## src/rtl/sam_pkg.sv

```systemverilog
package sam_pkg;

  typedef enum logic {
    ST_IDLE = 1'b0,
    ST_RUN  = 1'b1
  } sam_state_e;

  function automatic int unsigned sam_cnt_width(input int unsigned n);
    return (n < 2) ? 1 : $clog2(n);
  endfunction

endpackage

```

## src/rtl/sam_rst_sync.sv

```systemverilog
module sam_rst_sync #(
  parameter int unsigned STAGES = 2
) (
  input  logic clk,
  input  logic rst_n_in,
  output logic rst_n_out
);

  logic [STAGES-1:0] sync_q;
  logic [STAGES-1:0] sync_d;

  always_comb begin
    sync_d = {sync_q[STAGES-2:0], 1'b1};
  end

  always_ff @(posedge clk or negedge rst_n_in) begin
    if (!rst_n_in) begin
      sync_q <= '0;
    end else begin
      sync_q <= sync_d;
    end
  end

  assign rst_n_out = sync_q[STAGES-1];

endmodule

```

## src/rtl/sam_ctrl.sv

```systemverilog
module sam_ctrl
  import sam_pkg::*;
#(
  parameter int unsigned N = 8
) (
  input  logic clk,
  input  logic rst_n,
  input  logic start,
  output logic load,
  output logic step,
  output logic busy,
  output logic done
);

  localparam int unsigned CW = sam_cnt_width(N);
  localparam logic [CW-1:0] LAST_STEP = CW'(N - 1);

  sam_state_e      state_q, state_d;
  logic [CW-1:0]   cnt_q, cnt_d;
  logic            cnt_en;
  logic            done_q, done_d;
  logic            last;

  assign load = (state_q == ST_IDLE) && start;
  assign step = (state_q == ST_RUN);
  assign last = (cnt_q == LAST_STEP);

  always_comb begin
    state_d = state_q;
    cnt_d   = cnt_q;
    cnt_en  = 1'b0;
    done_d  = 1'b0;
    unique case (state_q)
      ST_IDLE: begin
        if (start) begin
          state_d = ST_RUN;
          cnt_d   = '0;
          cnt_en  = 1'b1;
        end
      end
      ST_RUN: begin
        cnt_en = 1'b1;
        cnt_d  = cnt_q + 1'b1;
        if (last) begin
          state_d = ST_IDLE;
          cnt_d   = '0;
          done_d  = 1'b1;
        end
      end
      default: state_d = ST_IDLE;
    endcase
  end

  always_ff @(posedge clk or negedge rst_n) begin
    if (!rst_n) begin
      state_q <= ST_IDLE;
      done_q  <= 1'b0;
    end else begin
      state_q <= state_d;
      done_q  <= done_d;
    end
  end

  always_ff @(posedge clk or negedge rst_n) begin
    if (!rst_n) begin
      cnt_q <= '0;
    end else if (cnt_en) begin
      cnt_q <= cnt_d;
    end
  end

  assign busy = step;
  assign done = done_q;

endmodule

```

## src/rtl/sam_adder.sv

```systemverilog
module sam_adder #(
  parameter int unsigned N = 8
) (
  input  logic [N-1:0] a,
  input  logic [N-1:0] b,
  output logic [N:0]   sum
);

  logic [N:0] carry;

  assign carry[0] = 1'b0;

  for (genvar i = 0; i < N; i++) begin : g_bit
    assign sum[i]     = a[i] ^ b[i] ^ carry[i];
    assign carry[i+1] = (a[i] & b[i]) | (carry[i] & (a[i] ^ b[i]));
  end

  assign sum[N] = carry[N];

endmodule

```

## src/rtl/sam_datapath.sv

```systemverilog
module sam_datapath #(
  parameter int unsigned N = 8
) (
  input  logic           clk,
  input  logic           rst_n,
  input  logic           load,
  input  logic           step,
  input  logic [N-1:0]   mcand,
  input  logic [N-1:0]   mplier,
  output logic [2*N-1:0] acc
);

  localparam int unsigned W = 2 * N;

  logic [W-1:0] acc_q, acc_d;
  logic         acc_en;
  logic [N-1:0] mc_q;
  logic         mc_en;
  logic [W-1:0] shifted;
  logic         out_bit;
  logic [N:0]   win_sum;

  assign shifted = acc_q >> 1;
  assign out_bit = acc_q[0];

  sam_adder #(.N(N)) u_adder (
    .a   (shifted[W-2:N-1]),
    .b   (mc_q),
    .sum (win_sum)
  );

  assign acc_en = load | step;
  assign mc_en  = load;

  always_comb begin
    acc_d = acc_q;
    if (load) begin
      acc_d = {{N{1'b0}}, mplier};
    end else if (step) begin
      if (out_bit) begin
        acc_d = {win_sum, shifted[N-2:0]};
      end else begin
        acc_d = shifted;
      end
    end
  end

  always_ff @(posedge clk or negedge rst_n) begin
    if (!rst_n) begin
      acc_q <= '0;
    end else if (acc_en) begin
      acc_q <= acc_d;
    end
  end

  always_ff @(posedge clk or negedge rst_n) begin
    if (!rst_n) begin
      mc_q <= '0;
    end else if (mc_en) begin
      mc_q <= mcand;
    end
  end

  assign acc = acc_q;

endmodule

```

## src/rtl/shift_add_mul.sv

```systemverilog
module shift_add_mul #(
  parameter int unsigned N = 8
) (
  input  logic           clk,
  input  logic           rst_n,
  input  logic           start,
  input  logic [N-1:0]   mcand,
  input  logic [N-1:0]   mplier,
  output logic           busy,
  output logic           done,
  output logic [2*N-1:0] product
);

  logic rst_sync_n;
  logic load;
  logic step;

  sam_rst_sync #(.STAGES(2)) u_rst (
    .clk       (clk),
    .rst_n_in  (rst_n),
    .rst_n_out (rst_sync_n)
  );

  sam_ctrl #(.N(N)) u_ctrl (
    .clk   (clk),
    .rst_n (rst_sync_n),
    .start (start),
    .load  (load),
    .step  (step),
    .busy  (busy),
    .done  (done)
  );

  sam_datapath #(.N(N)) u_dp (
    .clk    (clk),
    .rst_n  (rst_sync_n),
    .load   (load),
    .step   (step),
    .mcand  (mcand),
    .mplier (mplier),
    .acc    (product)
  );

endmodule

```

## config.mk

```make
export PLATFORM = sky130hd
export DESIGN_NAME = shift_add_mul
export DESIGN_NICKNAME = d
export VERILOG_FILES = /design/src/rtl/sam_pkg.sv /design/src/rtl/sam_rst_sync.sv /design/src/rtl/sam_ctrl.sv /design/src/rtl/sam_adder.sv /design/src/rtl/sam_datapath.sv /design/src/rtl/shift_add_mul.sv
export SDC_FILE = /design/constraint.sdc
export NUM_CORES = 1
export LEC_CHECK = 0
export BUFFER_PORTS_ARGS = -buffer_cell sky130_fd_sc_hd__buf_2
export CAP_MARGIN = 20
export CORE_UTILIZATION = 50
export CTS_CLUSTER_SIZE = 8
export DETAILED_ROUTE_END_ITERATION = 12
export PLACE_DENSITY_LB_ADDON = 0.08
export SETUP_SLACK_MARGIN = 0.2
export SYNTH_ARGS = -nofsm -noshare
export SYNTH_HDL_FRONTEND = slang
export SYNTH_SLANG_ARGS = --single-unit
```

## constraint.sdc

```tcl
create_clock -name clk -period 1.6 [get_ports clk]
set_input_delay 0.16 -clock clk [delete_from_list [all_inputs] [get_ports clk]]
set_output_delay 0.16 -clock clk [all_outputs]
set_load 0.005 [all_outputs]
```

# --- Word-level counts from Yosys, hierarchy flattened ---
# Index checks and enable logic that the tools add are counted.
op_classes:
  mux: 12
  n_addsub: 1
  reduce_logical: 4
  bitwise: 39
  eq_ne: 2
op_table:
  columns: ["op", "count"]
  rows:
  - ["16-bit two-way mux", 3]
  - ["1-bit AND", 15]
  - ["1-bit bitwise XOR", 15]
  - ["1-bit bitwise OR", 8]
  - ["3-bit two-way mux", 2]
  - ["3-bit one-hot mux with 2 select lines", 1]
  - ["1-bit two-way mux", 4]
  - ["1-bit one-hot mux with 2 select lines", 2]
  - ["2-bit AND reduction", 2]
  - ["3-bit by 1-bit adder with 3-bit output, second input constant", 1]
  - ["3-bit == test, second input constant", 1]
  - ["2-bit != test, second input constant", 1]
  - ["2-bit nonzero test", 1]
  - ["1-bit logical AND", 1]
  - ["1-bit NOT", 1]
totals:
  output_inout_bits: 18
  ff_bits: 31
  in_bits: 19
  wordCells: 64

# --- Depth between registers and ports, before layout ---
# Gate-level depths: netlist of the first run.
depth:
  depth_word: 18
  mapped_depth: 13
  ltp_nobuf: 13

# --- Hierarchy ---
# A second synthesis of the first run with hierarchy kept.
hier_totals:
  cells_unflattened: 129
  area_unflattened_um2: 1601.5
by_module_without_submodules:
  columns: ["module", "instances", "cells_per_inst", "area_each_um2", "seq_area_each_um2"]
  rows:
  - ["sam_datapath", 1, 90, 1118.6, 600.6]
  - ["sam_ctrl", 1, 18, 239.0, 125.1]
  - ["sam_adder", 1, 18, 190.2, 0.0]
  - ["sam_rst_sync", 1, 3, 53.8, 50.0]

# --- Worst setup path before layout of the first run ---
# No wires, ideal clock.
synth_path:
  path_kind: "register to register"
  start: "reg u_dp.acc_q[8] (netlist: u_dp.acc[8])"
  end: "reg u_dp.acc_q[14] (netlist: u_dp.acc[14])"
  path_stages_with_launch: 14
  path_buffers: 0
  arrival_time_ns: 3.578
  path_slack_ns: -2.105
  cell_sequence: "dfrtp_1 ha_1 fa_1 fa_1 fa_1 fa_1 inv_1 fa_1 inv_1 fa_1 fa_1 mux2_2 nand2_1 o21ai_0"
synth_via:
  elab_chain_len: 17
synth_rtl:
  columns: ["item", "line", "text"]
  rows:
  - ["from (decl)", "sam_datapath.sv:15", "logic [W-1:0] acc_q, acc_d;"]
  - ["from (signal assigned)", "sam_datapath.sv:50", "acc_q <= '0;"]
  - ["from (signal assigned)", "sam_datapath.sv:52", "acc_q <= acc_d;"]
  - ["1-bit AND (2 in a row)", "sam_adder.sv:15", "assign carry[i+1] = (a[i] & b[i]) | (carry[i] & (a[i] ^ b[i]));"]
  - ["1-bit bitwise OR", "sam_adder.sv:15", null]
  - ["1-bit AND", "sam_adder.sv:15", null]
  - ["1-bit bitwise OR", "sam_adder.sv:15", null]
  - ["1-bit AND", "sam_adder.sv:15", null]
  - ["1-bit bitwise OR", "sam_adder.sv:15", null]
  - ["1-bit AND", "sam_adder.sv:15", null]
  - ["1-bit bitwise OR", "sam_adder.sv:15", null]
  - ["1-bit AND", "sam_adder.sv:15", null]
  - ["1-bit bitwise OR", "sam_adder.sv:15", null]
  - ["1-bit AND", "sam_adder.sv:15", null]
  - ["1-bit bitwise OR", "sam_adder.sv:15", null]
  - ["1-bit bitwise XOR", "sam_adder.sv:14", "assign sum[i] = a[i] ^ b[i] ^ carry[i];"]
  - ["16-bit two-way mux", "sam_datapath.sv:40", "if (out_bit) begin"]
  - ["16-bit two-way mux", "sam_datapath.sv:39", "end else if (step) begin"]
  - ["16-bit two-way mux", "sam_datapath.sv:37", "if (load) begin"]
# Every way passes these cells. The select of a mux whose other input is x is not followed.
# A chain may end at the register's enable or synchronous reset.

# --- Worst setup path after layout of the first run ---
# Same ends and word-level chain as after synthesis.

==> flow_summary_export.csv, run 1 <==
group,metric,value,unit
run_status,outcome,"complete, but fails checks",
run_status,violations,"design-rule violations, negative setup slack",
die,start_util,54.1,%
clock_tree,clock-sinks,31,
pwr,powerDensity,2060,nW/um2
clock_tree,cts_tree,"yes",
worst_setup_path,crit_slowest_cell,"dfrtp_1",
die,coreArea,2830,um2
synthesis,synth_area_per_cell,13.1,um2
finish,layout_commonest_cell,"buf_2",
global_routing,antenna_found_initial,0,
clock_tree,clk_path_buf_depth,2,
timing,setup_slack,-1890,ps
placement,dpl.hpwl,2.06,mm
placement,place_inst,194,
placement,place_congestion,0.734,
hold_path,hp-start,"mcand[5]",
clock_tree,worstSkewPairLatency,330,ps
drt,drc,2,
timing,tightest_slew,548,ps
worst_setup_path,cp.arrival,3710,ps
timing,fin_crit_sh,218,%
finish,drive_gt1_share,48.3,%
drt,dr.pass1.iters,8,
global_routing,met1_usage,25.9,%
synthesis,synthCells,117,
die,die_h,57.3,um
global_routing,grt_pass1_wl,4.91,mm
drt,drtIter0Drc,46,
synthesis,synth-seq-cells,31,
global_routing,grt_overflow_total,0,
worst_setup_path,reg2reg_from,"u_dp.acc[8]",
hold_path,holdPathStages,3,
synthesis,synthDistinctLibCells,23,
global_routing,grt_max_degree,30,
clock_tree,clk_pin_slew,100,ps
worst_setup_path,worstPathRequired,1820,ps
drt,wire_per_inst,13.6,um
finish,insertedDiodeCount,0,
global_routing,grt_pass1_vias,1106,
timing,relSlewSlack,63.3,%
worst_setup_path,worst-setup-path-type,"reg -> reg",
global_routing,grt.busiest_layer,"met2",
die,rows,19,
placement,portBuffers,36,
timing,skew,6.99,ps
worst_setup_path,cp-startpoint,"u_dp.acc[8]",
die,die_width,57.3,um
timing,rsz0062_at_grt,"yes",
global_routing,gr-usage-met3,7.26,%
drt,via_per_inst,5.30,
pwr,ir_drop,0.00105,V
synthesis,ys_warn_count,0,
placement,dpl_worst_slack,-1860,ps
synthesis,async_reset_ff_share,100,%
die,dieArea,3290,um2
worst_setup_path,timing.critical_path.buf_inv,2,
timing,setup_viol,7,
global_routing,grt_usage,20.7,%
worst_setup_path,crit_cells,13,
worst_setup_path,slowest_delay,400,ps
worst_setup_path,cp_max_fo,2,
timing,fmax,287,MHz
synthesis,yosysSeqAreaShare,50.7,%
worst_setup_path,rr_worst_depth,13,
die,ios,37,
timing,final_hold_viol_count,0,
finish,layout.nets,200,
pwr,p_leak,0.983,nW
flow_run,drv_cap,0,
timing,final_max_slew_viol_count,0,
clock_tree,ctsHtreeMaxLevel,2,
finish,areaGrowthSynthToFinish,25.7,%
global_routing,grt_use_met2,33.1,%
drt,vias,1076,
synthesis,synth_area,1530,um2
worst_setup_path,critPathLaunchType,"flop",
hold_path,hold_path_class,"in -> reg",
worst_setup_path,path_cells,"ha_2 -> fa_2 -> fa_2 -> fa_2 -> fa_2 -> inv_2 -> fa_1 -> inv_1 -> fa_2 -> fa_2 -> mux2_4 -> nand2_2 -> o21ai_1",
clock_tree,cts_setup_buffers,0,
drt,drtAntennaViolNets,0,
timing,period_minus_slack,3490,ps
worst_setup_path,end_kind,"flop",
synthesis,synth-edff-count,0,
worst_setup_path,cpMostUsedCell,"fa_2",
clock_tree,cts_buffers,5,
finish,layout_common_cells,"buf_2, dfrtp_1, buf_4",
finish,utilization,68.0,%
synthesis,synth_ff_type,"dfrtp_1",
worst_setup_path,cp_top_family,"adder cells",
drt,drt_wl_total,2.77,mm
synthesis,postSynthNetCount,146,
finish,finalNonFillerCells,203,
clock_tree,cts_root_buf,"clkbuf_4",
[per-stage QoR]
step	TNS (ps)	total power [W]	cell area [um2]	hold slack, ps
CTS	-8150	0.00399	1920	19.4
global placement	-7770	0.00344	1860	-56.8
global route	-9030	0.00433	1920	24.6
detailed placement	-8040	0.00355	1860	-54.1
floorplan	-7700	0.00284	1570	-136
finish	-8300	0.00397	1920	31.8
[registers in the layout (all words and copies together) (netlist names)]
signal / cells
u_rst.sync_q: 2
u_ctrl.busy: 1
u_dp.mc_q: 8
u_ctrl.done: 1
u_dp.acc: 16
u_ctrl.cnt_q: 3
[kinds of logic after synthesis]
group	share of synthesized area [%]
multiplexers	17.2
adder cells (fa/ha/maj)	11.6
AND/OR/NAND/NOR	6.70
buffers and inverters	4.74
flip-flops	50.7
AO/OA/AOI/OAI	8.91
other	0.245
[cell type report]
type,instances,area [um2]
Multi-Input combinational cell,75,726
Tap cell,31,38.8
Inverter,4,15.0
Clock inverter,1,5.00
Sequential cell,31,777
Fill cell,233,905
Clock buffer,7,45.0
Timing Repair Buffer,54,318
[cells in the mapped netlist, types with 2 or more instances]
library cell / instances / share of area (%)
inv_1: 4 / 0.98
nor2_1: 3 / 0.74
nand2b_1: 3 / 1.2
buf_4: 4 / 2.0
a22o_1: 7 / 4.0
ha_1: 3 / 2.5
mux2_4: 7 / 6.9
dfrtp_1: 31 / 51
mux2_2: 6 / 4.4
mux2i_1: 9 / 5.9
nand2_1: 11 / 2.7
o21ai_0: 11 / 3.6
buf_6: 2 / 1.5
fa_1: 7 / 9.2
[where the power goes]
part	internal, W	total, W	switching [W]
logic	0.00125	0.00206	0.000819
registers	0.00115	0.00147	0.000320
clock network	0.000171	0.000430	0.000260
total	0.00257	0.00397	0.00140
[repair_timing]
| item | CTS | global route |
|---|---|---|
| endpoints found under the setup margin | 8 | 9 |
| gates resized for setup | 0 | 4 |
| endpoints found under the hold margin | 2 | 0 |
| hold buffers | 1 | 0 |
| pin swaps | 1 | 5 |
| cloned | 0 | 0 |
[worst register-to-register path, cell delays in order, from the launching register on]
cell	delay, ps
dfrtp_1	400
ha_2	200
fa_2	360
fa_2	370
fa_2	340
fa_2	340
inv_2	60
fa_1	150
inv_1	50
fa_2	330
fa_2	400
mux2_4	270
nand2_2	60
o21ai_1	50
[path summary, 6_finish.rpt]
check	endpoint	slack (ps)
setup / recovery	u_dp.acc[14]	-1890
hold / removal	u_dp.mc_q[5]	30
setup reg to reg	u_dp.acc[14]	-1890
hold reg to reg	u_ctrl.cnt_q[2]	240
max in group asynchronous	u_dp.acc[0]	1070
min in group asynchronous	u_rst.sync_q[0]	130
[per-layer routing]
metal / routed length, um / vias to the layer above
met1: 1220 / 530
met3: 150 / 7
met5: 0 / -
met2: 1340 / 30
met4: 61 / 0
li1: - / 509
Power figures use the tool's default switching activity.
==> run 2, diff against run 1 <==
- CORE_UTILIZATION: 50 -> 47
- HOLD_SLACK_MARGIN: unset -> 0.1
- clock period: 1.6 -> 3.2 ns (I/O delays scaled with it)
==> run 2 against run 1 <==
The flow finishes with violations (negative setup slack). Sequential share of layout area is 2.3 points higher. Fmax down 1.0%. Critical endpoint unchanged. Power decreased by 54%. Largest cell class unchanged. Combinational power down 61%.
==> flow_summary_export.csv, run 2 (same netlist as run 1, synthesis figures left out) <==
group,metric,value,unit
hold_path,hold_path_class,"in -> reg",
finish,multi_input_area,704,um2
die,coreArea,3080,um2
finish,regArea,776,um2
drt,via_per_inst,4.98,
finish,areaGrowthSynthToFinish,18.8,%
placement,portBuffers,36,
drt,drtAntennaViolNets,0,
finish,layout.nets,186,
run_status,violations,"negative setup slack",
placement,place_congestion,0.701,
worst_setup_path,cp.arrival,3730,ps
die,rows,20,
clock_tree,clock-sinks,31,
die,ios,37,
pwr,p_leak,0.904,nW
drt,drt_wl_total,2.67,mm
die,start_util,49.8,%
worst_setup_path,critPathLaunchType,"flop",
worst_setup_path,worst-setup-path-type,"reg -> reg",
timing,tightest_slew,1030,ps
finish,largest_register_ffs,16,
clock_tree,clk_path_buf_depth,2,
finish,layout_commonest_cell,"buf_2",
global_routing,grt_pass1_wl,4.46,mm
finish,drive_gt1_share,43.3,%
placement,place_inst,193,
worst_setup_path,end_kind,"flop",
clock_tree,cts_buffers,5,
timing,final_max_slew_viol_count,0,
clock_tree,cts_tree,"yes",
finish,utilization,59.1,%
timing,fmax,284,MHz
worst_setup_path,worstPathRequired,3410,ps
clock_tree,ctsHtreeMaxLevel,2,
drt,drtIter0Drc,28,
timing,period_minus_slack,3520,ps
global_routing,grt_overflow_total,0,
global_routing,antenna_found_initial,0,
global_routing,grt_max_degree,36,
timing,fin_crit_sh,110,%
pwr,powerDensity,1000,nW/um2
timing,rsz0062_at_grt,"yes",
clock_tree,cts_setup_buffers,0,
die,die_width,59.1,um
timing,relSlewSlack,31.6,%
drt,drc,0,
drt,vias,1001,
clock_tree,cts_root_buf,"clkbuf_4",
clock_tree,clk_pin_slew,90,ps
global_routing,grt_usage,17.9,%
drt,wire_per_inst,13.3,um
timing,skew,6.89,ps
timing,setup_viol,3,
finish,layout_common_cells,"buf_2, dfrtp_1, nand2_1",
finish,insertedDiodeCount,0,
pwr,ir_drop,0.000393,V
finish,finalNonFillerCells,201,
timing,final_hold_viol_count,0,
drt,dr.pass1.iters,4,
die,dieArea,3490,um2
run_status,outcome,"complete, but fails checks",
finish,nFillCells,284,
worst_setup_path,cp_max_fo,2,
timing,setup_slack,-325,ps
flow_run,drv_cap,0,
clock_tree,worstSkewPairLatency,330,ps
die,die_h,59.1,um
placement,dpl.hpwl,1.93,mm
global_routing,grt_pass1_vias,1008,
-- run 2: changes by cell type in the layout (fill, tap and decap cells not counted) --
cell      previous run  this run
buf_4               17         3
clkbuf_1             2         0
clkbuf_8             0         1
dfrtp_1             30        31
dfrtp_2              1         0
mux2_2               0         5
mux2_4              13         8
nand2_1             10        11
nand2_2              1         0
-- run 2: layer usage --
| layer | part of all wire (%) | wire length [um] | global-route usage, % | vias up |
|---|---|---|---|---|
| li1 | - | - | - | 483 |
| met4 | 1.3 | 36 | 9.86 | 0 |
| met2 | 51 | 1370 | 29.1 | 22 |
| met1 | 43 | 1140 | 21.6 | 491 |
| met5 | 0 | 0 | 0 | - |
| met3 | 4.5 | 121 | 4.80 | 5 |
-- run 2: critical path: stages, from the launching register on --
cell and delay [ps]:
dfrtp_1 400, ha_2 200, fa_2 340, fa_2 360, fa_2 350, fa_2 340
inv_2 60, fa_1 150, inv_1 50, fa_2 330, fa_2 420, mux2_4 270
nand2_1 60, o21ai_1 70
-- run 2: report_power, final --
| part | switching [W] | total, W | internal (W) |
|---|---|---|---|
| Clock | 0.000127 | 0.000228 | 0.000102 |
| Combinational | 0.000304 | 0.000794 | 0.000490 |
| Sequential | 0.000222 | 0.000797 | 0.000575 |
| Total | 0.000652 | 0.00182 | 0.00117 |
-- run 2: final cells by class --
class | count | share of cell area, %
sequential | 31 | 42.6
multi-input combinational | 75 | 38.7
timing repair buffer | 40 | 11.7
tap | 44 | 3.03
clock buffer | 6 | 2.82
inverter | 4 | 0.825
clock inverter | 1 | 0.275
-- run 2: timing repair --
action,in CTS,in global routing
setup endpoints to repair,3,3
gates resized for setup,2,0
pin swaps,0,2
hold buffers,1,0
endpoints found under the hold margin,2,0
-- run 2: per-stage QoR --
step | TNS, ps | setup slack, ps | hold WS [ps] | cell area [um2] | total power, W
final | -350 | -325 | 201 | 1820 | 0.00182
after floorplan | -210 | -210 | 24.4 | 1550 | 0.00136
after CTS | -421 | -350 | 189 | 1820 | 0.00186
after global placement | -251 | -251 | 104 | 1750 | 0.00155
after global routing | -736 | -458 | 201 | 1820 | 0.00199
after detailed placement | -405 | -361 | 108 | 1750 | 0.00162
-- run 2: final timing paths --
path / startpoint / end / slack (ps) / cells past startpoint
min in group asynchronous: u_rst.sync_q[1] / u_dp.mc_q[4] / 240 / 1
worst max-delay path: u_dp.mc_q[0] / u_dp.acc[14] / -320 / 13
worst max register to register: u_dp.mc_q[0] / u_dp.acc[14] / -320 / 13
max in group asynchronous: u_rst.sync_q[1] / u_dp.acc[6] / 2680 / 1
worst min register to register: u_rst.sync_q[1] / u_dp.mc_q[4] / 240 / 1
worst min-delay path: mcand[5] / u_dp.mc_q[5] / 200 / 3
